**src/rtl/dma_req_pkg.sv**
```systemverilog
package dma_req_pkg;
  localparam int START_POS = 16;
  localparam int BW_LSB    = 25;
  localparam int BW_MSB    = 27;
  localparam int STEAL_POS = 29;
  localparam int SRC_POS   = 30;

  typedef enum logic [1:0] {
    SQ_IDLE  = 2'd0,
    SQ_ISSUE = 2'd1,
    SQ_WAIT  = 2'd2,
    SQ_GAP   = 2'd3
  } seq_state_t;

  typedef struct packed {
    logic       steal;
    logic       periph;
    logic [2:0] bw;
  } chan_cfg_t;
endpackage

```
**src/rtl/dma_ctrl_regs.sv**
```systemverilog
module dma_ctrl_regs
  import dma_req_pkg::*;
#(
  parameter logic [7:0] VEC_RST = 8'h0F
) (
  input  logic        clk,
  input  logic        rst_n,
  input  logic        ctrl_wr,
  input  logic [31:0] ctrl_wdata,
  input  logic        periph_req,
  input  logic        take_req,
  input  logic        flush,
  input  logic        vec_wr,
  input  logic [7:0]  vec_wdata,
  input  logic        iack,
  output chan_cfg_t   cfg,
  output logic        start_q,
  output logic        pend_q,
  output logic [7:0]  data_out
);
  logic [7:0] vec_q;
  logic       wr_start;
  logic       wr_periph;

  assign wr_start  = ctrl_wr && ctrl_wdata[START_POS] && !ctrl_wdata[SRC_POS];
  assign wr_periph = ctrl_wr && ctrl_wdata[SRC_POS];

  always_ff @(posedge clk or negedge rst_n) begin
    if (!rst_n) begin
      cfg <= '0;
    end else if (ctrl_wr) begin
      cfg.steal  <= ctrl_wdata[STEAL_POS];
      cfg.periph <= ctrl_wdata[SRC_POS];
      cfg.bw     <= ctrl_wdata[BW_MSB:BW_LSB];
    end
  end

  always_ff @(posedge clk or negedge rst_n) begin
    if (!rst_n)          start_q <= 1'b0;
    else if (flush)      start_q <= 1'b0;
    else if (wr_start)   start_q <= 1'b1;
    else if (wr_periph)  start_q <= 1'b0;
    else if (take_req)   start_q <= 1'b0;
  end

  always_ff @(posedge clk or negedge rst_n) begin
    if (!rst_n)                      pend_q <= 1'b0;
    else if (flush)                  pend_q <= 1'b0;
    else if (ctrl_wr && !ctrl_wdata[SRC_POS]) pend_q <= 1'b0;
    else if (periph_req && cfg.periph) pend_q <= 1'b1;
    else if (take_req)               pend_q <= 1'b0;
  end

  always_ff @(posedge clk or negedge rst_n) begin
    if (!rst_n)      vec_q <= VEC_RST;
    else if (vec_wr) vec_q <= vec_wdata;
  end

  assign data_out = iack ? vec_q : 8'h00;

  a_r3_start_self_clears: assert property (@(posedge clk) disable iff (!rst_n)
    (take_req && !ctrl_wr) |=> !start_q);
endmodule

```
**src/rtl/dma_byte_counter.sv**
```systemverilog
module dma_byte_counter #(
  parameter int CNT_W      = 16,
  parameter int XFER_BYTES = 4
) (
  input  logic             clk,
  input  logic             rst_n,
  input  logic             load,
  input  logic [CNT_W-1:0] load_val,
  input  logic             dec,
  output logic [CNT_W-1:0] count,
  output logic             next_zero,
  output logic             nonzero
);
  localparam logic [CNT_W-1:0] STEP = CNT_W'(XFER_BYTES);

  logic [CNT_W-1:0] cnt_less;

  assign cnt_less  = (count <= STEP) ? '0 : count - STEP;
  assign next_zero = (cnt_less == '0);
  assign nonzero   = (count != '0);

  always_ff @(posedge clk or negedge rst_n) begin
    if (!rst_n)     count <= '0;
    else if (load)  count <= load_val;
    else if (dec)   count <= cnt_less;
  end

  a_r9_never_grows: assert property (@(posedge clk) disable iff (!rst_n)
    !load |=> (count <= $past(count)));
endmodule

```
**src/rtl/dma_pace_timer.sv**
```systemverilog
module dma_pace_timer #(
  parameter int BLK_XFERS = 4,
  parameter int GAP_CYC   = 8
) (
  input  logic clk,
  input  logic rst_n,
  input  logic run_start,
  input  logic xfer_cmp,
  input  logic gap_load,
  input  logic gap_tick,
  output logic block_end,
  output logic gap_over
);
  localparam int BLK_W = (BLK_XFERS > 1) ? $clog2(BLK_XFERS) : 1;
  localparam int GAP_W = (GAP_CYC > 1) ? $clog2(GAP_CYC) : 1;
  localparam logic [BLK_W-1:0] BLK_LAST = BLK_W'(BLK_XFERS - 1);
  localparam logic [GAP_W-1:0] GAP_INIT = GAP_W'(GAP_CYC - 1);

  logic [BLK_W-1:0] blk_cnt;
  logic [GAP_W-1:0] gap_cnt;

  assign block_end = (blk_cnt == BLK_LAST);
  assign gap_over  = (gap_cnt == '0);

  always_ff @(posedge clk or negedge rst_n) begin
    if (!rst_n)         blk_cnt <= '0;
    else if (run_start) blk_cnt <= '0;
    else if (xfer_cmp)  blk_cnt <= block_end ? '0 : blk_cnt + 1'b1;
  end

  always_ff @(posedge clk or negedge rst_n) begin
    if (!rst_n)                     gap_cnt <= '0;
    else if (gap_load)              gap_cnt <= GAP_INIT;
    else if (gap_tick && !gap_over) gap_cnt <= gap_cnt - 1'b1;
  end

  a_r8_block_bound: assert property (@(posedge clk) disable iff (!rst_n)
    (xfer_cmp && !run_start && !block_end) |=> (blk_cnt == $past(blk_cnt) + 1'b1));
endmodule

```
**src/rtl/dma_req_seq.sv**
```systemverilog
module dma_req_seq
  import dma_req_pkg::*;
#(
  parameter int         CNT_W      = 16,
  parameter int         XFER_BYTES = 4,
  parameter int         BLK_XFERS  = 4,
  parameter int         GAP_CYC    = 8,
  parameter logic [7:0] VEC_RST    = 8'h0F
) (
  input  logic             clk,
  input  logic             rst_n,
  input  logic             ctrl_wr,
  input  logic [31:0]      ctrl_wdata,
  input  logic             cnt_wr,
  input  logic [CNT_W-1:0] cnt_wdata,
  input  logic             stat_wr,
  input  logic             stat_w1c,
  input  logic             periph_req,
  output logic             xfer_valid,
  input  logic             xfer_ready,
  input  logic             xfer_done,
  input  logic             iack,
  input  logic             vec_wr,
  input  logic [7:0]       vec_wdata,
  output logic [7:0]       data_out,
  output logic             busy,
  output logic             done,
  output logic             start_flag,
  output logic [CNT_W-1:0] byte_count
);
  seq_state_t state_q, state_d;
  chan_cfg_t  cfg;
  logic start_q, pend_q, req_any, take_req, launch, abort;
  logic cmp, next_zero, nonzero, block_end, gap_over, gap_load;

  assign abort    = stat_wr && stat_w1c;
  assign req_any  = cfg.periph ? pend_q : start_q;
  assign take_req = (state_q == SQ_IDLE) && req_any && !abort;
  assign launch   = take_req && nonzero && !done;
  assign cmp      = (state_q == SQ_WAIT) && xfer_done;
  assign gap_load = cmp && !abort && !next_zero && !cfg.steal &&
                    (cfg.bw != 3'b000) && block_end;

  dma_ctrl_regs #(.VEC_RST(VEC_RST)) u_regs (
    .clk(clk), .rst_n(rst_n), .ctrl_wr(ctrl_wr), .ctrl_wdata(ctrl_wdata),
    .periph_req(periph_req), .take_req(take_req), .flush(abort),
    .vec_wr(vec_wr), .vec_wdata(vec_wdata), .iack(iack),
    .cfg(cfg), .start_q(start_q), .pend_q(pend_q), .data_out(data_out)
  );

  dma_byte_counter #(.CNT_W(CNT_W), .XFER_BYTES(XFER_BYTES)) u_cnt (
    .clk(clk), .rst_n(rst_n),
    .load(cnt_wr && (state_q == SQ_IDLE)), .load_val(cnt_wdata),
    .dec(cmp), .count(byte_count), .next_zero(next_zero), .nonzero(nonzero)
  );

  dma_pace_timer #(.BLK_XFERS(BLK_XFERS), .GAP_CYC(GAP_CYC)) u_pace (
    .clk(clk), .rst_n(rst_n), .run_start(launch), .xfer_cmp(cmp),
    .gap_load(gap_load), .gap_tick(state_q == SQ_GAP),
    .block_end(block_end), .gap_over(gap_over)
  );

  always_comb begin
    state_d = state_q;
    if (abort) begin
      state_d = SQ_IDLE;
    end else begin
      unique case (state_q)
        SQ_IDLE:  if (launch) state_d = SQ_ISSUE;
        SQ_ISSUE: if (xfer_ready) state_d = SQ_WAIT;
        SQ_WAIT: begin
          if (xfer_done) begin
            if (next_zero || cfg.steal) state_d = SQ_IDLE;
            else if (gap_load)          state_d = SQ_GAP;
            else                        state_d = SQ_ISSUE;
          end
        end
        SQ_GAP:   if (gap_over) state_d = SQ_ISSUE;
        default:  state_d = SQ_IDLE;
      endcase
    end
  end

  always_ff @(posedge clk or negedge rst_n) begin
    if (!rst_n) state_q <= SQ_IDLE;
    else        state_q <= state_d;
  end

  always_ff @(posedge clk or negedge rst_n) begin
    if (!rst_n)                 done <= 1'b0;
    else if (abort)             done <= 1'b0;
    else if (cmp && next_zero)  done <= 1'b1;
  end

  assign xfer_valid = (state_q == SQ_ISSUE);
  assign busy       = (state_q != SQ_IDLE);
  assign start_flag = start_q;

  a_r5_valid_holds: assert property (@(posedge clk) disable iff (!rst_n)
    (xfer_valid && !xfer_ready && !abort) |=> xfer_valid);
  a_r10_done_at_zero: assert property (@(posedge clk) disable iff (!rst_n)
    $rose(done) |-> (byte_count == '0));
  a_r6_steal_one_move: assert property (@(posedge clk) disable iff (!rst_n)
    (cmp && cfg.steal) |=> !xfer_valid);
  a_r11_abort_idles: assert property (@(posedge clk) disable iff (!rst_n)
    abort |=> (!busy && !done));
endmodule

```
**config.mk**
```make
export PLATFORM = sky130hd
export DESIGN_NAME = dma_req_seq
export DESIGN_NICKNAME = d
export VERILOG_FILES = /design/src/rtl/dma_req_pkg.sv /design/src/rtl/dma_ctrl_regs.sv /design/src/rtl/dma_byte_counter.sv /design/src/rtl/dma_pace_timer.sv /design/src/rtl/dma_req_seq.sv
export SDC_FILE = /design/constraint.sdc
export NUM_CORES = 1
export LEC_CHECK = 0
export BUFFER_PORTS_ARGS = -buffer_cell sky130_fd_sc_hd__buf_2
export CORE_MARGIN = 2
export CORE_UTILIZATION = 36
export CTS_BUF_LIST = sky130_fd_sc_hd__clkbuf_8
export DETAILED_ROUTE_END_ITERATION = 7
export PLACE_DENSITY = 0.68
export SLEW_MARGIN = 10
export SYNTH_ARGS = -nofsm -noshare
export SYNTH_HDL_FRONTEND = slang
export SYNTH_SLANG_ARGS = --single-unit
```
**constraint.sdc**
```tcl
create_clock -name clk -period 2.8 [get_ports clk]
set_input_delay 0.14 -clock clk [delete_from_list [all_inputs] [get_ports clk]]
set_output_delay 0.14 -clock clk [all_outputs]
set_load 0.02 [all_outputs]
```
==> results of run 1 <==
==> worst max-delay path: cells and delay by family, from the launching register on <==
family | cells | cell delay, ns
AO/OA/AOI/OAI | 3 | 0.54
AND/OR/NAND/NOR | 2 | 0.91
buffers and inverters | 1 | 0.14
adder cells (fa/ha/maj) | 1 | 0.35
flip-flops | 1 | 0.48
==> layer usage <==
metal / GRT usage, % / vias up / part of all wire (%)
met5: 0 / - / 0
met4: 6.01 / 0 / 1.2
met3: 3.49 / 5 / 5.9
met2: 28.6 / 72 / 47
met1: 23.9 / 1072 / 46
li1: - / 1148 / -
==> flip-flops by register name (all words and copies together), names as in the netlist <==
| name | cells |
|---|---|
| u_pace.gap_cnt | 3 |
| u_cnt.count | 16 |
| done | 1 |
| u_pace.blk_cnt | 2 |
| u_regs.start_q | 1 |
| u_regs.vec_q | 8 |
| u_regs.cfg | 5 |
| u_regs.pend_q | 1 |
| state_q | 2 |
==> layout make-up <==
type / count / area, sq um
fill: 708 / 3720
multi-input combinational: 211 / 1450
sequential: 39 / 981
timing repair buffer: 74 / 388
tap: 96 / 120
clock buffer: 5 / 68.8
inverter: 13 / 48.8
clock inverter: 3 / 16.3
==> metrics by stage <==
| step | hold slack [ns] | utilization, % |
|---|---|---|
| floorplan | -0.156 | - |
| global placement | 0.293 | 43.8 |
| detailed placement | 0.306 | 43.8 |
| CTS | 0.0288 | 45.2 |
| global route | 0.0494 | 45.2 |
| finish | 0.0307 | 45.2 |
==> how the worst min path moves through the flow <==
stage                   from                           to  slack [ns]  depth (start not counted)
3_3_place_gp           rst_n   u_cnt.count[8]$_DFFE_PN0P_        0.29                          1
4_1_cts         cnt_wdata[0]   u_cnt.count[0]$_DFFE_PN0P_        0.03                          3
6_report        cnt_wdata[0]   u_cnt.count[0]$_DFFE_PN0P_        0.03                          3
5_1_grt        cnt_wdata[12]  u_cnt.count[12]$_DFFE_PN0P_        0.05                          3
2_1_floorplan          rst_n             done$_DFFE_PN0P_       -0.16                          0
3_5_place_dp           rst_n   u_cnt.count[8]$_DFFE_PN0P_        0.31                          1
==> cell usage in the layout, fill, tap and decap left out, types with 11 or more instances in the layout <==
master   synthesis  routed
dfrtp_1         35      35
and2_1          11      11
o21ai_0         18      18
buf_2            3      68
nor2_1          26      26
nand2_1         22      22
inv_1           12      13
a21oi_1         14      14
mux2_2          13      13
==> logic make-up (layout without fill, tap and decap cells) <==
family,Yosys count,count (layout),synth area share [%]
XOR/XNOR,2,2,0.690
multiplexers,15,15,6.56
buffers and inverters,26,95,4.14
flip-flops,39,39,38.7
adder cells (fa/ha/maj),10,10,4.93
AND/OR/NAND/NOR,112,112,25.4
AO/OA/AOI/OAI,72,72,19.6
==> power by group through the flow <==
stage	registers (W)	clock network, W	logic (W)
floorplan	0.00110	0	0.000847
global placement	0.00105	0	0.00130
detailed placement	0.00106	0	0.00133
CTS	0.00105	0.000394	0.00133
global route	0.00109	0.000413	0.00148
finish	0.00106	0.000380	0.00132
==> timing repair <==
action,CTS,global route
hold endpoints to repair,35,0
resized for setup,0,0
hold buffers,1,0
==> flow_summary.yaml, run 1 <==
global_route:
  grt_pass1_wl_mm: 10.7
  grt_max_degree: 40
  grt_pass1_vias: 2249
  antenna_found_initial: 0
  grt_usage_pct: 17.8
  grt.overflow.total: 0
yosys:
  yosysMostFrequentCell: "dfrtp_1"
  synth_top_cell_by_area: "dfrtp_1"
  yosysTopAreaCellShare_pct: 34.5
  synth_fp_nets: 353
  syn_inst: 276
  synthTopCellsByCount: "dfrtp_1 (35), nor2_1 (26), nand2_1 (22)"
  ys_ff_latch: 39
  ys_seq_area_share_pct: 38.7
  async_flop_share_pct: 100
  synthFlopType: "dfrtp_1"
  syn_area_sq_um: 2540
  synth-edff-count: 0
  synth.distinct_cells: 60
  yosys_warnings: 0
  synth_area_leaders: "dfrtp_1 (35%), mux2_2 (5.8%), ha_1 (4.9%), dfstp_2 (4.1%), nor2_1 (3.8%)"
  syn-mean-instance-area_sq_um: 9.19
critical_path:
  slowest_delay_ns: 0.50
  cp_max_fo: 9
  r2r_slack_ns: 0.30
  critPathArrivalTime_ns: 2.72
  path_cells: "inv_1, ha_1, or3b_2, or3_1, a21oi_1, a211oi_2, o211ai_1"
  crit_start: "u_cnt.count[3]$_DFFE_PN0P_"
  startpoint_type: "flop"
  reg2reg_to: "state_q[1]$_DFFE_PN0P_"
  slowest_stage: "or3b_2"
  path_class: "reg2reg"
  crit_required_ns: 3.01
  crit_path_end_kind: "flop"
  reg2regPathDepth: 7
  cp-endpoint: "state_q[1]$_DFFE_PN0P_"
  timing.rr.start: "u_cnt.count[3]$_DFFE_PN0P_"
cells_and_area:
  drive_above_1_share_pct: 32.8
  layout.nets: 421
  final_area_sq_um: 3070
  fin_cells: 441
  syn_to_final_growth_pct: 21.2
  antenna-diode-count: 0
floorplan:
  io_pins: 95
  die_w_um: 88.0
  fp.dieArea_sq_um: 7740
  start_util_pct: 37.3
  fp-row-count: 30
  core_sq_um: 6790
  die_y_um: 88.0
power_and_ir_drop:
  power_switching_w: 0.00131
  p_int_w: 0.00145
  pwr-share-clk_pct: 13.8
  p_per_area_nw_per_um2: 898
  pwr-share-seq_pct: 38.3
  p_leak_nw: 1.37
  power.share.switching_pct: 47.6
  p_comb_share_pct: 47.9
  p_total_w: 0.00276
  vdd_drop_max_mv: 0.331
placed_design:
  placed_cells: 432
  gp_congestion: 0.866
  dp_hpwl_mm: 4.90
  dp_slack_ns: 0.357
  io_buffers: 68
  placed_area_sq_um: 2980
drt:
  drc: 0
  wl_per_cell_um: 14.7
  vias: 2297
  drt_iter0_drc: 159
  wl_mm: 6.50
  firstDrtPassIters: 4
  viasPerCell: 5.21
  postRouteAntennaNets: 0
outcome:
  status: "finished, final reports clean"
timing:
  clock.fmax_mhz: 399
  worst_pin_slew_ns: 0.873
  final.setup.tns_ns: 0
  hold_viol: 0
  slew_headroom_pct: 41.8
  setup_violations: 0
  post-route-period-util_pct: 89.4
  skew_ns: 0.00477
  rsz0062_at_grt: "no"
  period_needed_ns: 2.50
  slew_violations: 0
  setup_ws_ns: 0.296
clocking:
  cts_buffers: 5
  cts_tree: "built"
  cts_sinks: 39
  htreeDepth: 2
  cts_buffer_depth: 2
  clkTransAtPathRegs_ns: 0.08
  root_buffer: "clkbuf_8"
  clk_latency_ns: 0.30
  post_cts_buffers: 0
hold_path:
  min_path_type: "in2reg"
run:
  drv_cap: 0
Power figures use the tool's default switching activity.
==> run 2, diff against run 1 <==
Settings changed: SYNTH_HIERARCHICAL set to 1.
==> run 2 against run 1 <==
Effect of this change: global-route usage down 0.68 points; die area is 3.7% lower; cell count decreased by 2.7%; flip-flop and latch count did not move; utilization increased by 6.4 points; non-clock buffer count grew 33; critical path type unchanged; largest cell class unchanged; highest routed layer unchanged.
==> flow_summary.yaml, run 2 <==
outcome:
  status: "finished, final reports clean"
yosys:
  yosysTopAreaCellShare_pct: 35.9
  syn_area_sq_um: 2440
  synth_top_cell_by_area: "dfrtp_1"
  syn-mean-instance-area_sq_um: 9.83
  synthFlopType: "dfrtp_1"
  ys_seq_area_share_pct: 40.2
  synthAdderAreaFrac_pct: 4.62
  synthTopCellsByCount: "dfrtp_1 (35), nand2_1 (23), nor2_1 (19)"
  synth_xor_area_share_pct: 1.08
  ys_ff_latch: 39
  synthSimpleGateAreaFrac_pct: 22.1
  yosys_warnings: 6
  synthMuxAreaShare_pct: 10.8
  synth_area_leaders: "dfrtp_1 (36%), mux2_4 (8.6%), ha_1 (4.6%), dfstp_2 (4.3%), nand2_1 (3.5%)"
  synth_fp_nets: 324
  synth_compound_area_share_pct: 16.3
  yosysMostFrequentCell: "dfrtp_1"
  synth-edff-count: 0
  async_flop_share_pct: 100
  synth.distinct_cells: 57
  syn_inst: 248
  synth_top_family_by_area: "simple AND/OR/NAND/NOR gates"
drt:
  firstDrtPassIters: 5
  drc: 0
  drt_iter0_drc: 158
  vias: 2268
  viasPerCell: 5.29
  wl_mm: 6.26
  wl_per_cell_um: 14.6
  postRouteAntennaNets: 0
floorplan:
  core_sq_um: 6460
  fp-row-count: 29
  start_util_pct: 37.8
  die_w_um: 86.3
  die_y_um: 86.3
  fp.dieArea_sq_um: 7450
  io_pins: 95
cells_and_area:
  layout_commonest_cell: "buf_2"
  final_cell_mix: "buf_2 (68), buf_4 (37), dfrtp_1 (34)"
  regMostFlops: "u_cnt/count"
  layout.nets: 427
  drive_above_1_share_pct: 44.9
  final_area_sq_um: 3340
  antenna-diode-count: 0
  reg.largest.list: "u_cnt/count x16, u_regs/vec_q x8, u_regs/cfg x5"
  largest_reg_flops: 16
  syn_to_final_growth_pct: 36.9
timing:
  slew_violations: 0
  clock.fmax_mhz: 373
  post-route-period-util_pct: 95.7
  slew_headroom_pct: 41.8
  setup_violations: 0
  period_needed_ns: 2.68
  hold_viol: 0
  worst_pin_slew_ns: 0.873
  skew_ns: 0.00214
critical_path:
  slowest_stage: "dfrtp_2"
  critPathArrivalTime_ns: 2.86
  crit_top_cell: "buf_4"
  path_cells: "nor3_4, o2111a_1, buf_4, o21ai_0, a21o_1, a211oi_2, buf_4, nor2_4, o311ai_4, nor2_2, buf_4, buf_4, a211o_1"
  path_class: "reg2reg"
  cp_num_buf_inv: 4
  slowest_delay_ns: 0.46
  crit_path_end_kind: "flop"
  cp_max_fo: 10
  startpoint_type: "flop"
  critPathTopFamily: "compound AO/OA/AOI/OAI gates"
  crit_required_ns: 2.98
placed_design:
  gp_congestion: 0.849
  dp_hpwl_mm: 4.50
  io_buffers: 68
  placed_area_sq_um: 3010
global_route:
  grt_pass1_wl_mm: 10.0
  grt_pass1_vias: 2145
  grt.overflow.total: 0
  antenna_found_initial: 0
  grt_max_degree: 40
  grt_usage_pct: 17.1
power_and_ir_drop:
  p_total_w: 0.00296
  p_leak_nw: 1.56
  p_per_area_nw_per_um2: 887
  vdd_drop_max_mv: 0.331
clocking:
  cts_sinks: 39
  cts_buffer_depth: 2
  htreeDepth: 2
  clkTransAtPathRegs_ns: 0.08
  cts_buffers: 5
  root_buffer: "clkbuf_8"
  clk_latency_ns: 0.29
  cts_tree: "built"
run:
  drv_cap: 0
hold_path:
  min_path_type: "in2reg"
## run 2: cell types whose count changed after synthesis, moves of 5 or more
cell / change
o21ai_0: -6
o211ai_1: -5
mux2_2: -12
nor2_1: -7
mux2_4: +14
## run 2: per-stage QoR
step	TNS [ns]	instances	setup WS [ns]	hold slack, ns	utilization (%)
floorplan	0	248	0.0987	-0.156	-
detailed placement	-0.205	408	-0.119	0.310	46.6
global route	-0.0364	429	-0.0238	0.0363	51.7
CTS	0	417	0.000910	0.0358	49.1
global placement	-0.0655	408	-0.0379	0.315	46.6
finish	0	429	0.120	0.0422	51.7
## run 2: cell type report
class	instances	area, sq um
clock buffer	6	82.6
tap	77	96.3
clock inverter	2	38.8
multi-input combinational	183	1440
sequential	39	982
fill	619	3120
timing repair buffer	107	639
inverter	15	56.3
## run 2: path summary, 6_finish.rpt
check                                               from                       endpoint  slack (ns)  depth (start not counted)
setup / recovery              u_cnt/count[9]$_DFFE_PN0P_  u_pace/gap_cnt[2]$_DFFE_PN0P_        0.12                         13
hold / removal                              cnt_wdata[4]     u_cnt/count[4]$_DFFE_PN0P_        0.04                          2
setup reg to reg              u_cnt/count[9]$_DFFE_PN0P_  u_pace/gap_cnt[2]$_DFFE_PN0P_        0.12                         13
hold reg to reg            u_pace/gap_cnt[2]$_DFFE_PN0P_  u_pace/gap_cnt[2]$_DFFE_PN0P_        0.49                          1
max in group asynchronous                          rst_n     u_cnt/count[9]$_DFFE_PN0P_        1.69                          2
min in group asynchronous                          rst_n      u_regs/cfg[2]$_DFFE_PN0P_        0.51                          2
## run 2: where the power goes
part	leakage, nW	total [W]	internal (W)	switching (W)
Clock	0.0618	0.000504	0.000293	0.000211
Combinational	1.04	0.00153	0.000709	0.000817
Sequential	0.456	0.000932	0.000749	0.000183
Total	1.56	0.00296	0.00175	0.00121
## run 2: cells by family after synthesis
kind of cell             after synthesis
AO/OA/AOI/OAI                         57
flip-flops                            39
XOR/XNOR                               3
multiplexers                          19
AND/OR/NAND/NOR                       95
adder cells (fa/ha/maj)                9
buffers and inverters                 26
## run 2: routing by layer
layer,part of all wire [%],GRT usage (%),up-vias
met2,48,28.0,89
met1,43,22.1,1070
met3,7.4,4.76,12
met4,1.5,5.11,0
met5,0,0,-
li1,-,-,1097
## run 2: what timing repair did
action                                  in CTS  in global routing
pin swaps                                    2                  7
hold buffers                                 1                  0
endpoints found under the hold margin       35                  0
endpoints found under the setup margin       4                  5
gates cloned                                 0                  1
resized for setup                            6                 17
setup buffers                                0                 11
==> run 3, diff against run 2 <==
Settings changed: CTS_BUF_LIST sky130_fd_sc_hd__clkbuf_8 to sky130_fd_sc_hd__clkbuf_4, SYNTH_HIERARCHICAL 1 to not set.
==> run 3 against run 2 <==
Effect of this change: total power down 9.1%; first-iteration DRC count down 21%; clock power down 39%; clock skew up 0.013 ns; clock-buffer cell count unchanged; flip-flop and latch count unchanged; critical path type unchanged.
==> flow_summary.yaml, run 3 (synthesized netlist as in run 1, its figures left out) <==
cells_and_area:
  regMostFlops: "u_cnt.count"
  final_area_sq_um: 3170
  antenna-diode-count: 0
  drive_above_1_share_pct: 31.9
  nFillCells: 693
  syn_to_final_growth_pct: 24.8
  layout.nets: 433
  layout_commonest_cell: "buf_2"
  post-route-util_pct: 46.6
  final_cell_mix: "buf_2 (68), dfrtp_1 (35), nor2_1 (26)"
  reg.largest.list: "u_cnt.count x16, u_regs.vec_q x8, u_regs.cfg x5"
  fin_cells: 453
  largest_reg_flops: 16
drt:
  dr_wl_met3_um: 333
  firstDrtPassIters: 4
  drc: 0
  wl_mm: 6.52
  vias: 2328
  viasPerCell: 5.14
  postRouteAntennaNets: 0
  wl_per_cell_um: 14.4
  drt_iter0_drc: 125
  highest-signal-layer: "met4"
  dr_wl_met2_mm: 3.09
  wl_met1_mm: 3.02
timing:
  rsz0062_at_grt: "no"
  slew_violations: 0
  period_needed_ns: 2.48
  slew_headroom_pct: 42.5
  final.setup.tns_ns: 0
  skew_ns: 0.0154
  worst_pin_slew_ns: 0.862
  setup_ws_ns: 0.316
  clock.fmax_mhz: 403
  post-route-period-util_pct: 88.7
  setup_violations: 0
  hold_viol: 0
floorplan:
  io_pins: 95
  fp-row-count: 30
  start_util_pct: 37.3
  die_w_um: 88.0
  die_y_um: 88.0
  core_sq_um: 6790
  fp.dieArea_sq_um: 7740
outcome:
  status: "finished, final reports clean"
critical_path:
  slowest_delay_ns: 0.50
  startpoint_type: "flop"
  crit_required_ns: 3.08
  cp_max_fo: 9
  critPathTopFamily: "simple AND/OR/NAND/NOR gates"
  slowest_stage: "or3b_2"
  path_cells: "inv_1, ha_1, or3b_2, or3_1, a21oi_1, a211oi_2, o211ai_1"
  crit_start: "u_cnt.count[3]$_DFFE_PN0P_"
  crit_path_end_kind: "flop"
  critPathArrivalTime_ns: 2.77
  cp_num_buf_inv: 1
  path_class: "reg2reg"
  timing.rr.start: "u_cnt.count[3]$_DFFE_PN0P_"
hold_path:
  min_path_type: "in2reg"
  hp-start: "cnt_wdata[10]"
clocking:
  htreeDepth: 2
  cts_tree: "built"
  root_buffer: "clkbuf_4"
  cts_buffer_depth: 2
  cts_buffers: 5
  clkTransAtPathRegs_ns: 0.13
  clk_latency_ns: 0.36
  cts_sinks: 39
  post_cts_buffers: 0
power_and_ir_drop:
  p_per_area_nw_per_um2: 850
  vdd_drop_max_mv: 0.312
  p_leak_nw: 1.41
run:
  drv_cap: 0
global_route:
  grt_max_degree: 40
  grt_usage_pct: 17.7
  grt.overflow.total: 0
  antenna_found_initial: 0
  grt_pass1_wl_mm: 10.7
  grt_pass1_vias: 2259
placed_design:
  io_buffers: 68
  placed_area_sq_um: 2980
  dp_hpwl_mm: 4.90
  dp_slack_ns: 0.357
  placed_cells: 432
  gp_congestion: 0.866
[run 3: changes by cell type in the layout (fill, tap and decap cells not counted), moves of 4 or more]
| cell | before | now |
|---|---|---|
| buf_4 | 37 | 5 |
| mux2_4 | 14 | 0 |
| dlygate4sd3_1 | 1 | 13 |
| mux2_2 | 1 | 13 |
| nor2_1 | 17 | 26 |
| clkbuf_4 | 0 | 6 |
| clkbuf_8 | 6 | 0 |
| o21ai_0 | 12 | 18 |
| o211ai_1 | 0 | 5 |
| nand2b_1 | 5 | 1 |
| nor2b_1 | 1 | 5 |
| nor3_1 | 6 | 10 |
| o21a_1 | 4 | 0 |
[run 3: metal layers]
metal | vias up | track usage [%]
met5 | - | 0
met4 | 0 | 5.59
met3 | 5 | 3.20
met2 | 62 | 28.8
met1 | 1086 | 24.0
li1 | 1175 | -
[run 3: through the flow]
stage	hold WS, ns	total power, W
after floorplan	-0.156	0.00194
after global placement	0.293	0.00235
after detailed placement	0.306	0.00239
after CTS	0.000550	0.00271
after global routing	0.000990	0.00293
final	0.00113	0.00269
[run 3: worst reg2reg max path, cell delays in order (launching register included)]
cell,delay (ns)
dfrtp_1,0.49
inv_1,0.14
ha_1,0.34
or3b_2,0.50
or3_1,0.41
a21oi_1,0.21
a211oi_2,0.11
o211ai_1,0.22
[run 3: worst paths after layout]
path / to / slack (ns) / depth (start not counted)
setup / recovery: state_q[1]$_DFFE_PN0P_ / 0.32 / 7
hold reg to reg: u_regs.vec_q[6]$_DFFE_PN0P_ / 0.52 / 1
hold / removal: u_cnt.count[10]$_DFFE_PN0P_ / 0.001 / 3
setup reg to reg: state_q[1]$_DFFE_PN0P_ / 0.32 / 7
max in group asynchronous: u_cnt.count[1]$_DFFE_PN0P_ / 1.84 / 2
min in group asynchronous: u_cnt.count[4]$_DFFE_PN0P_ / 0.42 / 2
[run 3: layout make-up]
| cell class | instances | area [sq um] | share of cell area, % |
|---|---|---|---|
| multi-input combinational | 211 | 1450 | 45.8 |
| timing repair buffer | 86 | 508 | 16.0 |
| tap | 96 | 120 | 3.79 |
| clock buffer | 6 | 45.0 | 1.42 |
| inverter | 13 | 48.8 | 1.54 |
| clock inverter | 2 | 12.5 | 0.395 |
| sequential | 39 | 981 | 31.0 |
[run 3: where the power goes]
group	leakage [nW]	internal, W	switching (W)	total (W)
clock	0.0317	0.000107	0.000198	0.000305
sequential	0.458	0.000741	0.000311	0.00105
combinational	0.918	0.000545	0.000792	0.00134
[run 3: repair_timing]
action | CTS | global route
gates resized for setup | 0 | 0
endpoints found under the hold margin | 42 | 5
hold buffers | 8 | 5
